## src/rtl/capf_pkg.sv

```systemverilog
package capf_pkg;

  typedef enum logic [1:0] {
    RATE_FULL  = 2'b00,
    RATE_DIV_A = 2'b01,
    RATE_DIV_B = 2'b10,
    RATE_EXT   = 2'b11
  } rate_sel_e;

  // Three samples agree when they are all low or all high.
  function automatic logic all_agree(input logic [2:0] s);
    return (s == 3'b000) || (s == 3'b111);
  endfunction

  // Last cycle of a power-of-two period for a free-running count.
  function automatic logic phase_end(input int unsigned cnt, input int unsigned div);
    return (cnt & (div - 1)) == (div - 1);
  endfunction

endpackage

```

## src/rtl/capf_rate_gen.sv

```systemverilog
module capf_rate_gen
  import capf_pkg::*;
#(
  parameter int unsigned DIV_A = 8,
  parameter int unsigned DIV_B = 32
) (
  input  logic       clk,
  input  logic       rst_n,
  input  logic [1:0] rate_sel,
  input  logic       ext_stb,
  output logic       samp_stb
);
  localparam int CW = $clog2(DIV_B);

  logic [CW-1:0] cnt_q;
  rate_sel_e     sel_e;
  logic          end_a;
  logic          end_b;

  assign sel_e = rate_sel_e'(rate_sel);

  always_ff @(posedge clk) begin
    if (!rst_n) cnt_q <= '0;
    else        cnt_q <= cnt_q + 1'b1;
  end

  assign end_a = phase_end(32'(cnt_q), DIV_A);
  assign end_b = phase_end(32'(cnt_q), DIV_B);

  always_comb begin
    unique case (sel_e)
      RATE_FULL:  samp_stb = 1'b1;
      RATE_DIV_A: samp_stb = end_a;
      RATE_DIV_B: samp_stb = end_b;
      default:    samp_stb = ext_stb;
    endcase
  end

  // Divided strobes never come on two cycles in a row.
  assert_div_gap_R6: assert property (@(posedge clk) disable iff (!rst_n)
    (sel_e == RATE_DIV_A && $past(sel_e) == RATE_DIV_A && samp_stb) |-> !$past(samp_stb));

endmodule

```

## src/rtl/capf_chan.sv

```systemverilog
module capf_chan
  import capf_pkg::*;
(
  input  logic clk,
  input  logic rst_n,
  input  logic samp_stb,
  input  logic pin,
  input  logic filt_en,
  output logic sel_out
);
  logic [1:0] sync_q;
  logic       sync_lvl;
  logic [2:0] samp_q;     // bit 0 newest
  logic [2:0] samp_next;
  logic       filt_q;

  always_ff @(posedge clk) begin
    if (!rst_n) sync_q <= '0;
    else        sync_q <= {sync_q[0], pin};
  end
  assign sync_lvl = sync_q[1];

  assign samp_next = {samp_q[1:0], sync_lvl};

  always_ff @(posedge clk) begin
    if (!rst_n) begin
      samp_q <= '0;
      filt_q <= 1'b0;
    end else if (samp_stb) begin
      samp_q <= samp_next;
      if (all_agree(samp_next)) filt_q <= samp_next[0];
    end
  end

  assign sel_out = filt_en ? filt_q : sync_lvl;

  // The filtered level only moves to a level held by all three samples.
  assert_change_needs_match_R5: assert property (@(posedge clk) disable iff (!rst_n)
    (filt_q != $past(filt_q)) |-> (all_agree(samp_q) && samp_q[0] == filt_q));

  // Without a strobe nothing in the sampler moves.
  assert_hold_without_stb_R7: assert property (@(posedge clk) disable iff (!rst_n)
    !samp_stb |=> ($stable(samp_q) && $stable(filt_q)));

endmodule

```

## src/rtl/capf_edge.sv

```systemverilog
module capf_edge #(
  parameter int NCH = 4
) (
  input  logic           clk,
  input  logic           rst_n,
  input  logic [NCH-1:0] lvl,
  output logic [NCH-1:0] rise,
  output logic [NCH-1:0] fall
);
  logic [NCH-1:0] prev_q;

  always_ff @(posedge clk) begin
    if (!rst_n) prev_q <= '0;
    else        prev_q <= lvl;
  end

  assign rise = lvl & ~prev_q;
  assign fall = ~lvl & prev_q;

endmodule

```

## src/rtl/capture_noise_filter.sv

```systemverilog
module capture_noise_filter #(
  parameter int          NCH   = 4,
  parameter int unsigned DIV_A = 8,
  parameter int unsigned DIV_B = 32
) (
  input  logic           clk,
  input  logic           rst_n,
  input  logic [1:0]     rate_sel,
  input  logic           ext_cnt_stb,
  input  logic [NCH-1:0] filt_en,
  input  logic [NCH-1:0] pin_in,
  output logic [NCH-1:0] sig_out,
  output logic [NCH-1:0] rise_pls,
  output logic [NCH-1:0] fall_pls
);
  logic samp_stb;

  capf_rate_gen #(.DIV_A(DIV_A), .DIV_B(DIV_B)) u_rate (
    .clk      (clk),
    .rst_n    (rst_n),
    .rate_sel (rate_sel),
    .ext_stb  (ext_cnt_stb),
    .samp_stb (samp_stb)
  );

  for (genvar i = 0; i < NCH; i++) begin : g_ch
    capf_chan u_ch (
      .clk      (clk),
      .rst_n    (rst_n),
      .samp_stb (samp_stb),
      .pin      (pin_in[i]),
      .filt_en  (filt_en[i]),
      .sel_out  (sig_out[i])
    );

    assert_rise_tracks_R9: assert property (@(posedge clk) disable iff (!rst_n)
      rise_pls[i] |-> (sig_out[i] && !$past(sig_out[i])));
    assert_fall_tracks_R9: assert property (@(posedge clk) disable iff (!rst_n)
      fall_pls[i] |-> (!sig_out[i] && $past(sig_out[i])));
  end

  capf_edge #(.NCH(NCH)) u_edge (
    .clk   (clk),
    .rst_n (rst_n),
    .lvl   (sig_out),
    .rise  (rise_pls),
    .fall  (fall_pls)
  );

endmodule

```

## config.mk

```make
export PLATFORM = sky130hd
export DESIGN_NAME = capture_noise_filter
export DESIGN_NICKNAME = d
export VERILOG_FILES = /design/src/rtl/capf_pkg.sv /design/src/rtl/capf_rate_gen.sv /design/src/rtl/capf_chan.sv /design/src/rtl/capf_edge.sv /design/src/rtl/capture_noise_filter.sv
export SDC_FILE = /design/constraint.sdc
export NUM_CORES = 1
export LEC_CHECK = 0
export BUFFER_PORTS_ARGS = -buffer_cell sky130_fd_sc_hd__buf_2
export CORE_ASPECT_RATIO = 1.25
export CORE_UTILIZATION = 53
export CTS_CLUSTER_SIZE = 25
export DETAILED_ROUTE_END_ITERATION = 10
export PLACE_DENSITY = 0.83
export SYNTH_ARGS = -nofsm -noshare
export SYNTH_HDL_FRONTEND = slang
export SYNTH_SLANG_ARGS = --single-unit
```

## constraint.sdc

```tcl
create_clock -name clk -period 4.8 [get_ports clk]
set_input_delay 0.48 -clock clk [delete_from_list [all_inputs] [get_ports clk]]
set_output_delay 0.48 -clock clk [all_outputs]
set_load 0.05 [all_outputs]
```

==> results of run 1 <==
## state kept, by name, indices dropped and copies added, names as in the netlist
register	flops
g_ch.u_ch.samp_q	8
u_edge.prev_q	4
g_ch.u_ch.filt_q	4
u_rate.cnt_q	5
g_ch.u_ch.sync_q	8
## worst max-delay path: cells and delay by family (launching register included)
family / cells / cell delay, ns
flip-flops: 1 / 0.36
multiplexers: 1 / 0.27
AO/OA/AOI/OAI: 1 / 0.53
AND/OR/NAND/NOR: 3 / 0.28
adder cells (fa/ha/maj): 2 / 0.34
## cell type report
type / instances / area (µm²)
fill: 173 / 726.9
inverter: 4 / 15.01
timing repair buffer: 24 / 120.1
multi-input combinational: 68 / 510.5
tap: 20 / 25.02
clock buffer: 8 / 48.80
sequential: 29 / 580.6
## synth_stat cells
library cell / count
a31oi_1: 1
buf_6: 1
a21oi_2: 1
ha_1: 3
nand4_1: 3
a21boi_1: 3
mux2i_1: 13
nand3_1: 1
nor3b_2: 1
buf_4: 4
nor3_1: 1
inv_1: 4
o21ai_0: 1
o41ai_1: 3
a21o_2: 1
nor2b_1: 13
clkbuf_1: 3
xnor2_1: 1
and3_1: 1
a211oi_2: 1
dfxtp_1: 29
and2_1: 16
nor2_1: 4
## placed cells by master, fill, tap and decap left out, types with 3 or more instances in the layout
cell,instances
dfxtp_1,29
buf_2,24
and2_1,16
mux2i_1,13
nor2b_1,13
clkbuf_4,5
inv_1,4
nor2_1,4
nand4_1,3
o41ai_1,3
a21boi_1,3
ha_1,3
clkbuf_1,3
## cell families (layout without fill, tap and decap cells)
group	count (synthesis)	after routing	synth area share [%]
simple gates	40	40	21.06
mux	13	13	11.23
compound gates	11	11	7.776
fa+ha+maj	3	3	3.240
flops	29	29	50.11
buf+inv	12	36	5.831
xor+xnor	1	1	0.7561
## per-stage QoR
stage                     utilization, %  instance area, µm²  worst slack, ns  total power [mW]  cells
after CTS                          64.14                1300            2.896            0.4292    153
after detailed placement           61.73                1251            2.902            0.2974    145
after global routing               64.14                1300            2.747            0.4451    153
final                              64.14                1300            2.922            0.4240    153
after global placement             61.73                1251            3.006            0.2957    145
after floorplan                        -                1159            3.041            0.2880    109
## how the worst max path moves through the flow
stage                               startpoint                             endpoint  slack, ns  cells after the start
floorplan                           filt_en[1]                          rise_pls[1]       3.04                      2
global placement    u_rate.cnt_q[0]$_SDFF_PN0_  g_ch[3].u_ch.samp_q[1]$_SDFFE_PN0P_       3.01                      7
detailed placement  u_rate.cnt_q[0]$_SDFF_PN0_  g_ch[0].u_ch.samp_q[0]$_SDFFE_PN0P_       2.90                      7
CTS                 u_rate.cnt_q[0]$_SDFF_PN0_  g_ch[0].u_ch.samp_q[0]$_SDFFE_PN0P_       2.90                      7
global route        u_rate.cnt_q[0]$_SDFF_PN0_     g_ch[1].u_ch.filt_q$_SDFFE_PN0P_       2.75                      7
finish              u_rate.cnt_q[0]$_SDFF_PN0_  g_ch[1].u_ch.samp_q[0]$_SDFFE_PN0P_       2.92                      7
## per-layer routing
metal / global-route usage (%) / vias up / part of all wire (%)
met4: 10.94 / 0 / 1.5
met5: 0 / - / 0
li1: - / 407 / -
met2: 33.08 / 23 / 52
met1: 16.18 / 353 / 41
met3: 8.911 / 2 / 5.7
## power groups by stage
stage | logic [mW] | registers (mW) | clock network (mW)
floorplan | 0.0314 | 0.257 | 0
CTS | 0.0397 | 0.252 | 0.137
global route | 0.0426 | 0.253 | 0.149
finish | 0.0393 | 0.252 | 0.133
detailed placement | 0.0395 | 0.258 | 0
global placement | 0.0384 | 0.257 | 0
==> results, run 1 <==
- The total routing resource utilization after global routing is 18.25%.
- In the routed design, unresolved DRC markers number 2.
- Of the synthesized area, sequential elements account for 50.11%.
- Data on the critical path arrives at its endpoint at 2.09 ns.
- The violation count after the first detailed-route iteration is 11.
- The routed design has 1825 µm of wire.
- After global routing the overflow that remains totals 0.
- The start point of the worst hold path is pin_in[1].
- STA classifies the critical path endpoint as a flip-flop.
- The total number of vias is 785.
- The buffer levels on the longest clock path is 2.
- Max-cap violations in this run came to 0.
- The proportion of power drawn by the clock network is 31.3%.
- For hold timing, the worst endpoint is g_ch[1].u_ch.sync_q[0]$_SDFF_PN0_.
- Of all cell types, the one taking the most synthesized area is dfxtp_1.
- The number of cells traversed by the worst hold path is 2.
- The cell at the root of the clock tree is clkbuf_4.
- The vertical die dimension is 54.28 µm.
- 25 I/O pins were placed.
- The minimum period implied by the final worst setup slack is 1.878 ns.
- The number of library cell types mapped by synthesis is 23.
- The number of optimization iterations in the first detailed-route pass is 7.
- The later pin in the worst-skew pair is clocked with a latency of 0.32 ns.
- The final reports fail on design-rule violations.
- Sorting the synthesized cells by area gives the leading types as dfxtp_1, mux2i_1, and2_1.
- The number of endpoints failing setup at the final stage is 0.
- The area growth from synthesis to layout is 12.20%.
- The worst register-to-register path ends at g_ch[1].u_ch.samp_q[0]$_SDFFE_PN0P_.
- The pin count of the biggest net entering global routing is 30.
- Buffers added to address setup during post-CTS repair amount to 0.
- From left edge to right edge, the die measures 43.82 µm.
- The final hold violation count is 0.
- Measured in cells, the most critical reg-to-reg path has a length of 7.
- The proportion of power drawn by combinational gates is 9.3%.
- In this design, the stage delay of the slowest critical-path cell is 0.53 ns.
- Among all stages on the critical path, the largest delay is contributed by a21oi_2.
- The maximum fanout along the worst path is 12.
- The tightest hold margin is 0.3598 ns.
- The number of global-route vias before repair came to 743.
- On the final layout, the worst clock skew is 0.005828 ns.
- The total number of H-tree levels is 2.
- The number of antenna violations at the first check in global routing is 0.
- The fraction of power spent switching nets is 24.00%.
- The number of gates resized after cts is 0.
- The first global-routing pass estimated 2953 µm of wire.
- The area share of the largest cell type after synthesis is 50.11%.
- After synthesis, the mean cell area works out to 10.63 µm².
- The max-slew violation count is 0.
- The data required time at the worst endpoint is 5.01 ns.
- Clock-pin slew was measured on the worst setup and hold paths at 0.08 ns.
- The final critical-path share of the clock period is 39.13%.
- The post-synthesis net count is 125.
- The actual slew at the worst max-slew pin is 0.7082 ns.
- The switching component of the power is 0.1017 mW.
- The TritonCTS buffer count is 5.
- The worst setup path is of the flip-flop to flip-flop kind.
- The total area inside the core boundary comes to 2027 µm².
- The final weighted congestion in routability-driven placement is 0.6588.
- Of the total power, registers draw 59.5%.
- The setup slack on the worst flop-to-flop path is 2.92 ns.
- The tightest min-delay check is of the input pin to flip-flop type.
- The largest vdd supply drop is 0.0003059 V.
- The maximum frequency from static timing analysis is 532.4 MHz.
- After detailed routing, the number of vias per cell comes to 5.131.
- The ratio of total power to cell area is 326.2 nW/µm².
- The row count is 18.
- The total of warnings raised by yosys is 0.
- The post-detailed-route wirelength per cell is 11.93 µm.
- The relative max-transition margin is 52.79%.
- Synthesis inferred 29 register bits.
- The count of buffers added on input and output ports is 24.
- The CTS tree is done.
- The count of mapped cells out of synthesis is 109.
- The synthesized area is 1159 µm².
- Setup repair after global routing left no endpoint under its margin.
- Setup total negative slack on the finished layout was measured at 0 ns.
- The worst register-to-register path begins at u_rate.cnt_q[0]$_SDFF_PN0_.
- The total half-perimeter wirelength after legalization and detailed placement is 1281 µm.
- The signal on the critical path passes through ha_1 > and3_1 > ha_1 > nor3b_2 > a21oi_2 > mux2i_1 > nor2b_1.
- The clock drives 29 sinks.
- The floorplan die area is 2378 µm².
- The number of antenna diodes in the final layout is 0.
- Once the floorplan was initialized, standard cells occupied 57.16% of the core.
- In the final design database the tool counted 148 nets.
- After clock tree synthesis, the flow added hold-fix buffers numbering 0.
- In the final layout, the share of cells above drive strength 1 is 24.81%.
- The startpoint type of the worst setup path is a flip-flop.
- The most numerous cell type found on the critical path is ha_1.
- The flow ran to the end, but the final reports show violations.
- The internal power of the cells totals 0.3223 mW.
- The analysis attributes to cell leakage a power of 0.6269 nW.
- Once detail routing completed, the nets flagged for antenna violations numbered 0.
No activity file was read; power rests on OpenSTA's default activity.
==> run 2, diff against run 1 <==
- CORE_UTILIZATION: 53 -> 52
- PLACE_DENSITY: 0.83 -> 0.82
- clock period: 4.8 -> 1.85 ns (I/O delays scaled with it)
==> results, run 2 (synthesis results as in run 1) <==
- The top cell types in the final layout, fill and taps aside, are dfxtp_1, buf_2, and2_1.
- The worst hold path begins at pin_in[1].
- The critical path is of the flip-flop to flip-flop type.
- Setup repair after global routing could not meet its margin everywhere.
- The fraction of final layout cells sized beyond drive strength 1 is 27.07%.
- The final critical-path share of the clock period is 93.90%.
- The number of antenna violations at the first check in global routing is 0.
- The CTS tree is done.
- Of all nets on the critical path, the largest fanout is 4.
- The max-slew violation count is 0.
- The number of optimization iterations in the first detailed-route pass is 8.
- STA classifies the critical path endpoint as a flip-flop.
- Traced cell by cell, the critical path runs through ha_1 > and3_1 > ha_1 > nor3b_2 > a21o_2 > mux2i_1 > nor2b_1.
- Clock tree synthesis found a total of 29 sinks.
- The endpoint arrival time on the critical path is 1.96 ns.
- The vertical die dimension is 54.78 µm.
- In this run, CTS created clock tree buffers numbering 5.
- The longest clock path from root to sink contains 2 buffers.
- The wire length of the first global-routing pass is 3111 µm.
- During placement, the flow inserted port buffers numbering 24.
- Gates resized during post-CTS repair numbered 1.
- The number of endpoints failing setup at the final stage is 0.
- The cell at the root of the clock tree is clkbuf_4.
- In this run the static leakage power is 0.6571 nW.
- The die covers 2422 µm².
- The worst path needs 1.737 ns of the cycle, external delays included.
- The final hold violation count came to 0.
- The commonest non-fill, non-tap cell in the layout is dfxtp_1.
- The critical path contains buffers and inverters numbering 0 combined.
- Once the floorplan was initialized, standard cells occupied 57.16% of the core.
- The relative max-transition margin is 70.94%.
- The end point of the most critical hold path is g_ch[1].u_ch.sync_q[0]$_SDFF_PN0_.
- The total half-perimeter wirelength after legalization and detailed placement is 1259 µm.
- The path class of the tightest hold or removal check is input pin to flip-flop.
- The most frequent cell on the critical path is ha_1.
- Using the TritonRoute via totals, the vias-per-cell ratio works out to 5.235.
- The post-detailed-route wirelength per cell is 11.45 µm.
- The flow ran to the end, but the final reports show violations.
- The total number of vias is 801.
- The number of nets with antenna violations after detailed routing is 0.
- The setup slack on the worst flop-to-flop path is 0.11 ns.
- For the pin with the worst max-slew slack, the measured transition is 0.4349 ns.
- From left edge to right edge, the die measures 44.22 µm.
- Counting cells, the worst reg-to-reg path comes to 7.
- The final standard cell area without fillers is 1361 µm².
- The region available for standard cell placement spans 2027 µm².
- For the worst setup path, the data required time is 2.07 ns.
- Clock latency on the worst-skew pair, taken at its later pin, is 0.33 ns.
- The number of max-cap violations is 0.
- The critical path crosses 7 cells after its start point.
- The total DRC errors in the routed layout is 2.
- The startpoint type of the worst setup path is a flip-flop.
- For this block, the initial DRC count from the detailed router was 10.
- The cts-stage hold buffer count is 0.
- The row count is 18.
- The count of placed standard cells including taps is 145.
- Global routing used 18.78% of the available tracks across all layers.
- For this run, the post-layout net count is 148.
- The pin count of the biggest net entering global routing is 30.
- The area after detailed placement is 1251 µm².
- Summed over all layers, the global routing overflow is 0.
- The tightest hold margin is 0.05506 ns.
- In this run the number of H-tree levels came out at 2.
- The kind of cell with the highest combined delay along the critical path is simple AND/OR/NAND/NOR gates.
- For this design the ratio of total power to cell area is 1024 nW/µm².
- The library cell contributing the largest single delay on the critical path is dfxtp_1.
- After detailed routing, the total wire length is 1752 µm.
- The buffer count from post-CTS setup fixing is 0.
- Clock-pin slew was measured on the worst setup and hold paths at 0.08 ns.
- The endpoint identified for the worst register-to-register timing path is g_ch[1].u_ch.samp_q[1]$_SDFFE_PN0P_.
- Relative to the synthesized area, the layout overhead comes to 17.50%.
- The maximum frequency from static timing analysis is 575.7 MHz.
- The non-filler instance count after layout is 153.
- The worst hold path was traced through 2 stages.
- The largest registers in the layout are g_ch.u_ch.samp_q x8, g_ch.u_ch.sync_q x8, u_rate.cnt_q x5.
- The number of global-route vias before repair came to 783.
- The clock tree skew after final layout is 0.01414 ns.
- The I/O pin count is 25.
- The number of antenna diodes in the final layout is 0.
- The largest vdd supply drop is 0.0008923 V.
- The highest cell delay on the worst timing path is 0.33 ns.
- The final reports fail on design-rule violations.
- The worst register-to-register path begins at u_rate.cnt_q[0]$_SDFF_PN0_.
- The final weighted congestion in routability-driven placement is 0.6604.
run 2: through the flow:
step	utilization (%)	power, mW	worst slack [ns]	TNS (ns)
after floorplan	-	0.7472	0.2232	0
after CTS	67.16	1.408	0.1033	0
final	67.16	1.394	0.1129	0
after detailed placement	61.73	0.7713	-0.04046	-0.1638
after global placement	61.73	0.7670	0.06437	0
after global routing	67.16	1.442	-0.01621	-0.01621
run 2: worst max-delay path by stage:
stage / start / endpoint / slack, ns
floorplan: u_rate.cnt_q[0]$_SDFF_PN0_ / g_ch[1].u_ch.filt_q$_SDFFE_PN0P_ / 0.22
global placement: u_rate.cnt_q[0]$_SDFF_PN0_ / g_ch[3].u_ch.samp_q[0]$_SDFFE_PN0P_ / 0.06
detailed placement: u_rate.cnt_q[0]$_SDFF_PN0_ / g_ch[1].u_ch.filt_q$_SDFFE_PN0P_ / -0.04
CTS: u_rate.cnt_q[0]$_SDFF_PN0_ / g_ch[1].u_ch.samp_q[1]$_SDFFE_PN0P_ / 0.10
global route: u_rate.cnt_q[0]$_SDFF_PN0_ / g_ch[1].u_ch.samp_q[1]$_SDFFE_PN0P_ / -0.02
finish: u_rate.cnt_q[0]$_SDFF_PN0_ / g_ch[1].u_ch.samp_q[1]$_SDFFE_PN0P_ / 0.11
run 2: layout make-up:
class / instances / area (µm²)
clock buffers: 5 / 37.54
inverters: 4 / 15.01
multi-input cells: 68 / 518.0
repair buffers: 24 / 120.1
clock inverters: 3 / 65.06
well taps: 20 / 25.02
flip-flops and latches: 29 / 580.6
fillers: 177 / 665.6
run 2: power by group:
part | switching [mW] | leakage (nW) | internal [mW]
logic | 0.0595 | 0.365 | 0.0436
registers | 0.0117 | 0.236 | 0.643
clock network | 0.218 | 0.0552 | 0.418
run 2: per-layer routing:
layer	up-vias	share of wire, %	GRT usage [%]
met3	8	4.8	6.931
li1	408	-	-
met1	366	42	18.61
met4	0	3.9	15.15
met2	19	49	31.37
met5	-	0	0
==> run 3, diff against run 2 <==
- PLACE_DENSITY: 0.82 -> 0.85
==> results, run 3 (synthesis results as in run 1) <==
- The max-slew violation count is 0.
- The die covers 2422 µm².
- Clock-pin slew was measured on the worst setup and hold paths at 0.08 ns.
- The data required time at the worst endpoint is 2.07 ns.
- The largest registers in the layout are g_ch.u_ch.samp_q x8, g_ch.u_ch.sync_q x8, u_rate.cnt_q x5.
- The buffer and inverter count on the worst path is 0.
- The vertical die dimension is 54.78 µm.
- The checks that failed: design-rule violations.
- With fillers left out, the area of the finished cells amounts to 1361 µm².
- Global routing used 18.58% of the available tracks.
- The final critical-path share of the clock period is 94.97%.
- Summed over all cells, the static leakage comes to 0.6571 nW.
- The critical path is of the flip-flop to flip-flop type.
- The highest cell delay on the worst timing path is 0.34 ns.
- In the routed design, unresolved DRC markers number 2.
- The post-detailed-route wirelength per cell is 11.88 µm.
- TritonCTS built the clock tree.
- The violation count after the first detailed-route iteration is 11.
- The fraction of final layout cells sized beyond drive strength 1 is 27.07%.
- The final layout contains routed wiring with a total length of 1818 µm.
- At the pin with the least slew margin, the transition time is 0.4448 ns.
- The final hold violation count is 0.
- Setup total negative slack on the finished layout was measured at 0 ns.
- The clock net in this run drives a total of 29 sinks.
- Walking the worst path, the cells encountered are ha_1 > and3_1 > ha_1 > nor3b_2 > a21o_2 > mux2i_1 > nor2b_1.
- Across the routed clock network, the largest skew measured is 0.009572 ns.
- STA classifies the critical path endpoint as a flip-flop.
- The pin count of the biggest net entering global routing is 30.
- Setup repair after global routing left no endpoint under its margin.
- The most frequent cell on the critical path is ha_1.
- The minimum period implied by the final worst setup slack is 1.757 ns.
- The area after detailed placement is 1251 µm².
- Global routing finished with a remaining overflow of 0.
- Dividing the detail-routed via count by the number of cells gives 5.359.
- Counting along the longest clock path gives a buffer depth of 2.
- The number of nets in the final layout is 148.
- The relative max-transition margin is 70.28%.
- The number of optimization iterations in the first detailed-route pass is 9.
- On the critical path the largest part of the delay comes from simple AND/OR/NAND/NOR gates.
- The total number of H-tree levels is 2.
- The library cell contributing the largest single delay on the critical path is dfxtp_1.
- The repair_antennas step left the layout with diodes totalling 0.
- The number of antenna violations at the first check in global routing is 0.
- Clock tree synthesis inserted a total of 5 buffers.
- The final weighted congestion in routability-driven placement is 0.6477.
- The run finished, with violations left.
- The total area inside the core boundary comes to 2027 µm².
- The number of global-route vias before repair was 766.
- Across all layers, the routed design uses 820 vias.
- The worst hold-check path type is input pin to flip-flop.
- The worst-case IR drop observed on VDD is 0.001092 V.
- The row count is 18.
- For this design the top-level I/O count stands at 25.
- The number of endpoints failing setup at the final stage is 0.
- The startpoint type of the worst setup path is a flip-flop.
- The maximum fanout along the worst path is 4.
- The ratio of total power to cell area is 1022 nW/µm².
- From left edge to right edge, the die measures 44.22 µm.
- The first global-routing pass estimated 3063 µm of wire.
- Detailed placement finished with a half-perimeter wire length of 1289 µm.
- The library cell used most frequently in the layout, excluding fill and tap cells, is dfxtp_1.
- The detail route stage leaves a number of antenna-violating nets equal to 0.
- The number of setup buffers added after CTS is 0.
- The initial utilization of the core area, before any placement, comes to 57.16%.
- The number of max-cap violations is 0.
- For the worst-skew pair, the clock arrives at the later sink with an insertion delay of 0.33 ns.
- Derived from the worst setup path, the maximum achievable clock frequency is 569.2 MHz.
- The synthesis-to-layout area growth is 17.50%.
- During placement, the flow inserted port buffers numbering 24.
- The cell at the root of the clock tree is clkbuf_4.
- At the worst endpoint, the arrival time is 1.98 ns.
- In the layout the commonest cells are dfxtp_1, buf_2, and2_1.
-- run 3: cell counts in the layout (fill, tap and decap cells not counted) --
Identical to the previous run, type by type.
-- run 3: area by class of cell --
type | count | area, µm²
fill | 182 | 665.6
sequential | 29 | 580.6
multi-input combinational | 68 | 518.0
timing repair buffer | 24 | 120.1
clock inverter | 3 | 65.06
clock buffer | 5 | 37.54
tap | 20 | 25.02
inverter | 4 | 15.01
-- run 3: metrics by stage --
stage	setup slack, ns	instances	total power [mW]	util [%]	hold WS (ns)
2_1_floorplan	0.2232	109	0.7472	-	0.3067
3_3_place_gp	0.07256	145	0.7665	61.73	0.3903
3_5_place_dp	-0.04794	145	0.7717	61.73	0.3898
4_1_cts	0.1071	153	1.410	67.16	0.04367
5_1_grt	0.01463	153	1.442	67.16	0.06047
6_report	0.09313	153	1.392	67.16	0.05794
-- run 3: timing repair --
action,CTS,global route
hold buffers,0,0
setup endpoints to repair,10,0
resized for setup,1,0
-- run 3: power by group --
group          internal, mW  leakage (nW)  switching, mW
clock network         0.418        0.0552          0.215
logic                0.0436         0.365         0.0604
registers             0.643         0.236         0.0120
-- run 3: metal layers --
layer  wire (µm)  up-vias  track usage [%]  share of wire (%)
li1            -      412                -                  -
met1         765      378            17.42                 42
met2         907       23            32.60                 50
met3          93        7            6.271                5.1
met4          52        0            15.15                2.9
met5           0        -                0                  0
-- run 3: final timing paths --
path	startpoint	endpoint	slack, ns	depth (start not counted)
worst min-delay path	pin_in[1]	g_ch[1].u_ch.sync_q[0]$_SDFF_PN0_	0.06	2
worst max-delay path	u_rate.cnt_q[0]$_SDFF_PN0_	g_ch[1].u_ch.samp_q[1]$_SDFFE_PN0P_	0.09	7
worst min register to register	g_ch[0].u_ch.sync_q[0]$_SDFF_PN0_	g_ch[0].u_ch.sync_q[1]$_SDFF_PN0_	0.44	1
worst max register to register	u_rate.cnt_q[0]$_SDFF_PN0_	g_ch[1].u_ch.samp_q[1]$_SDFFE_PN0P_	0.09	7
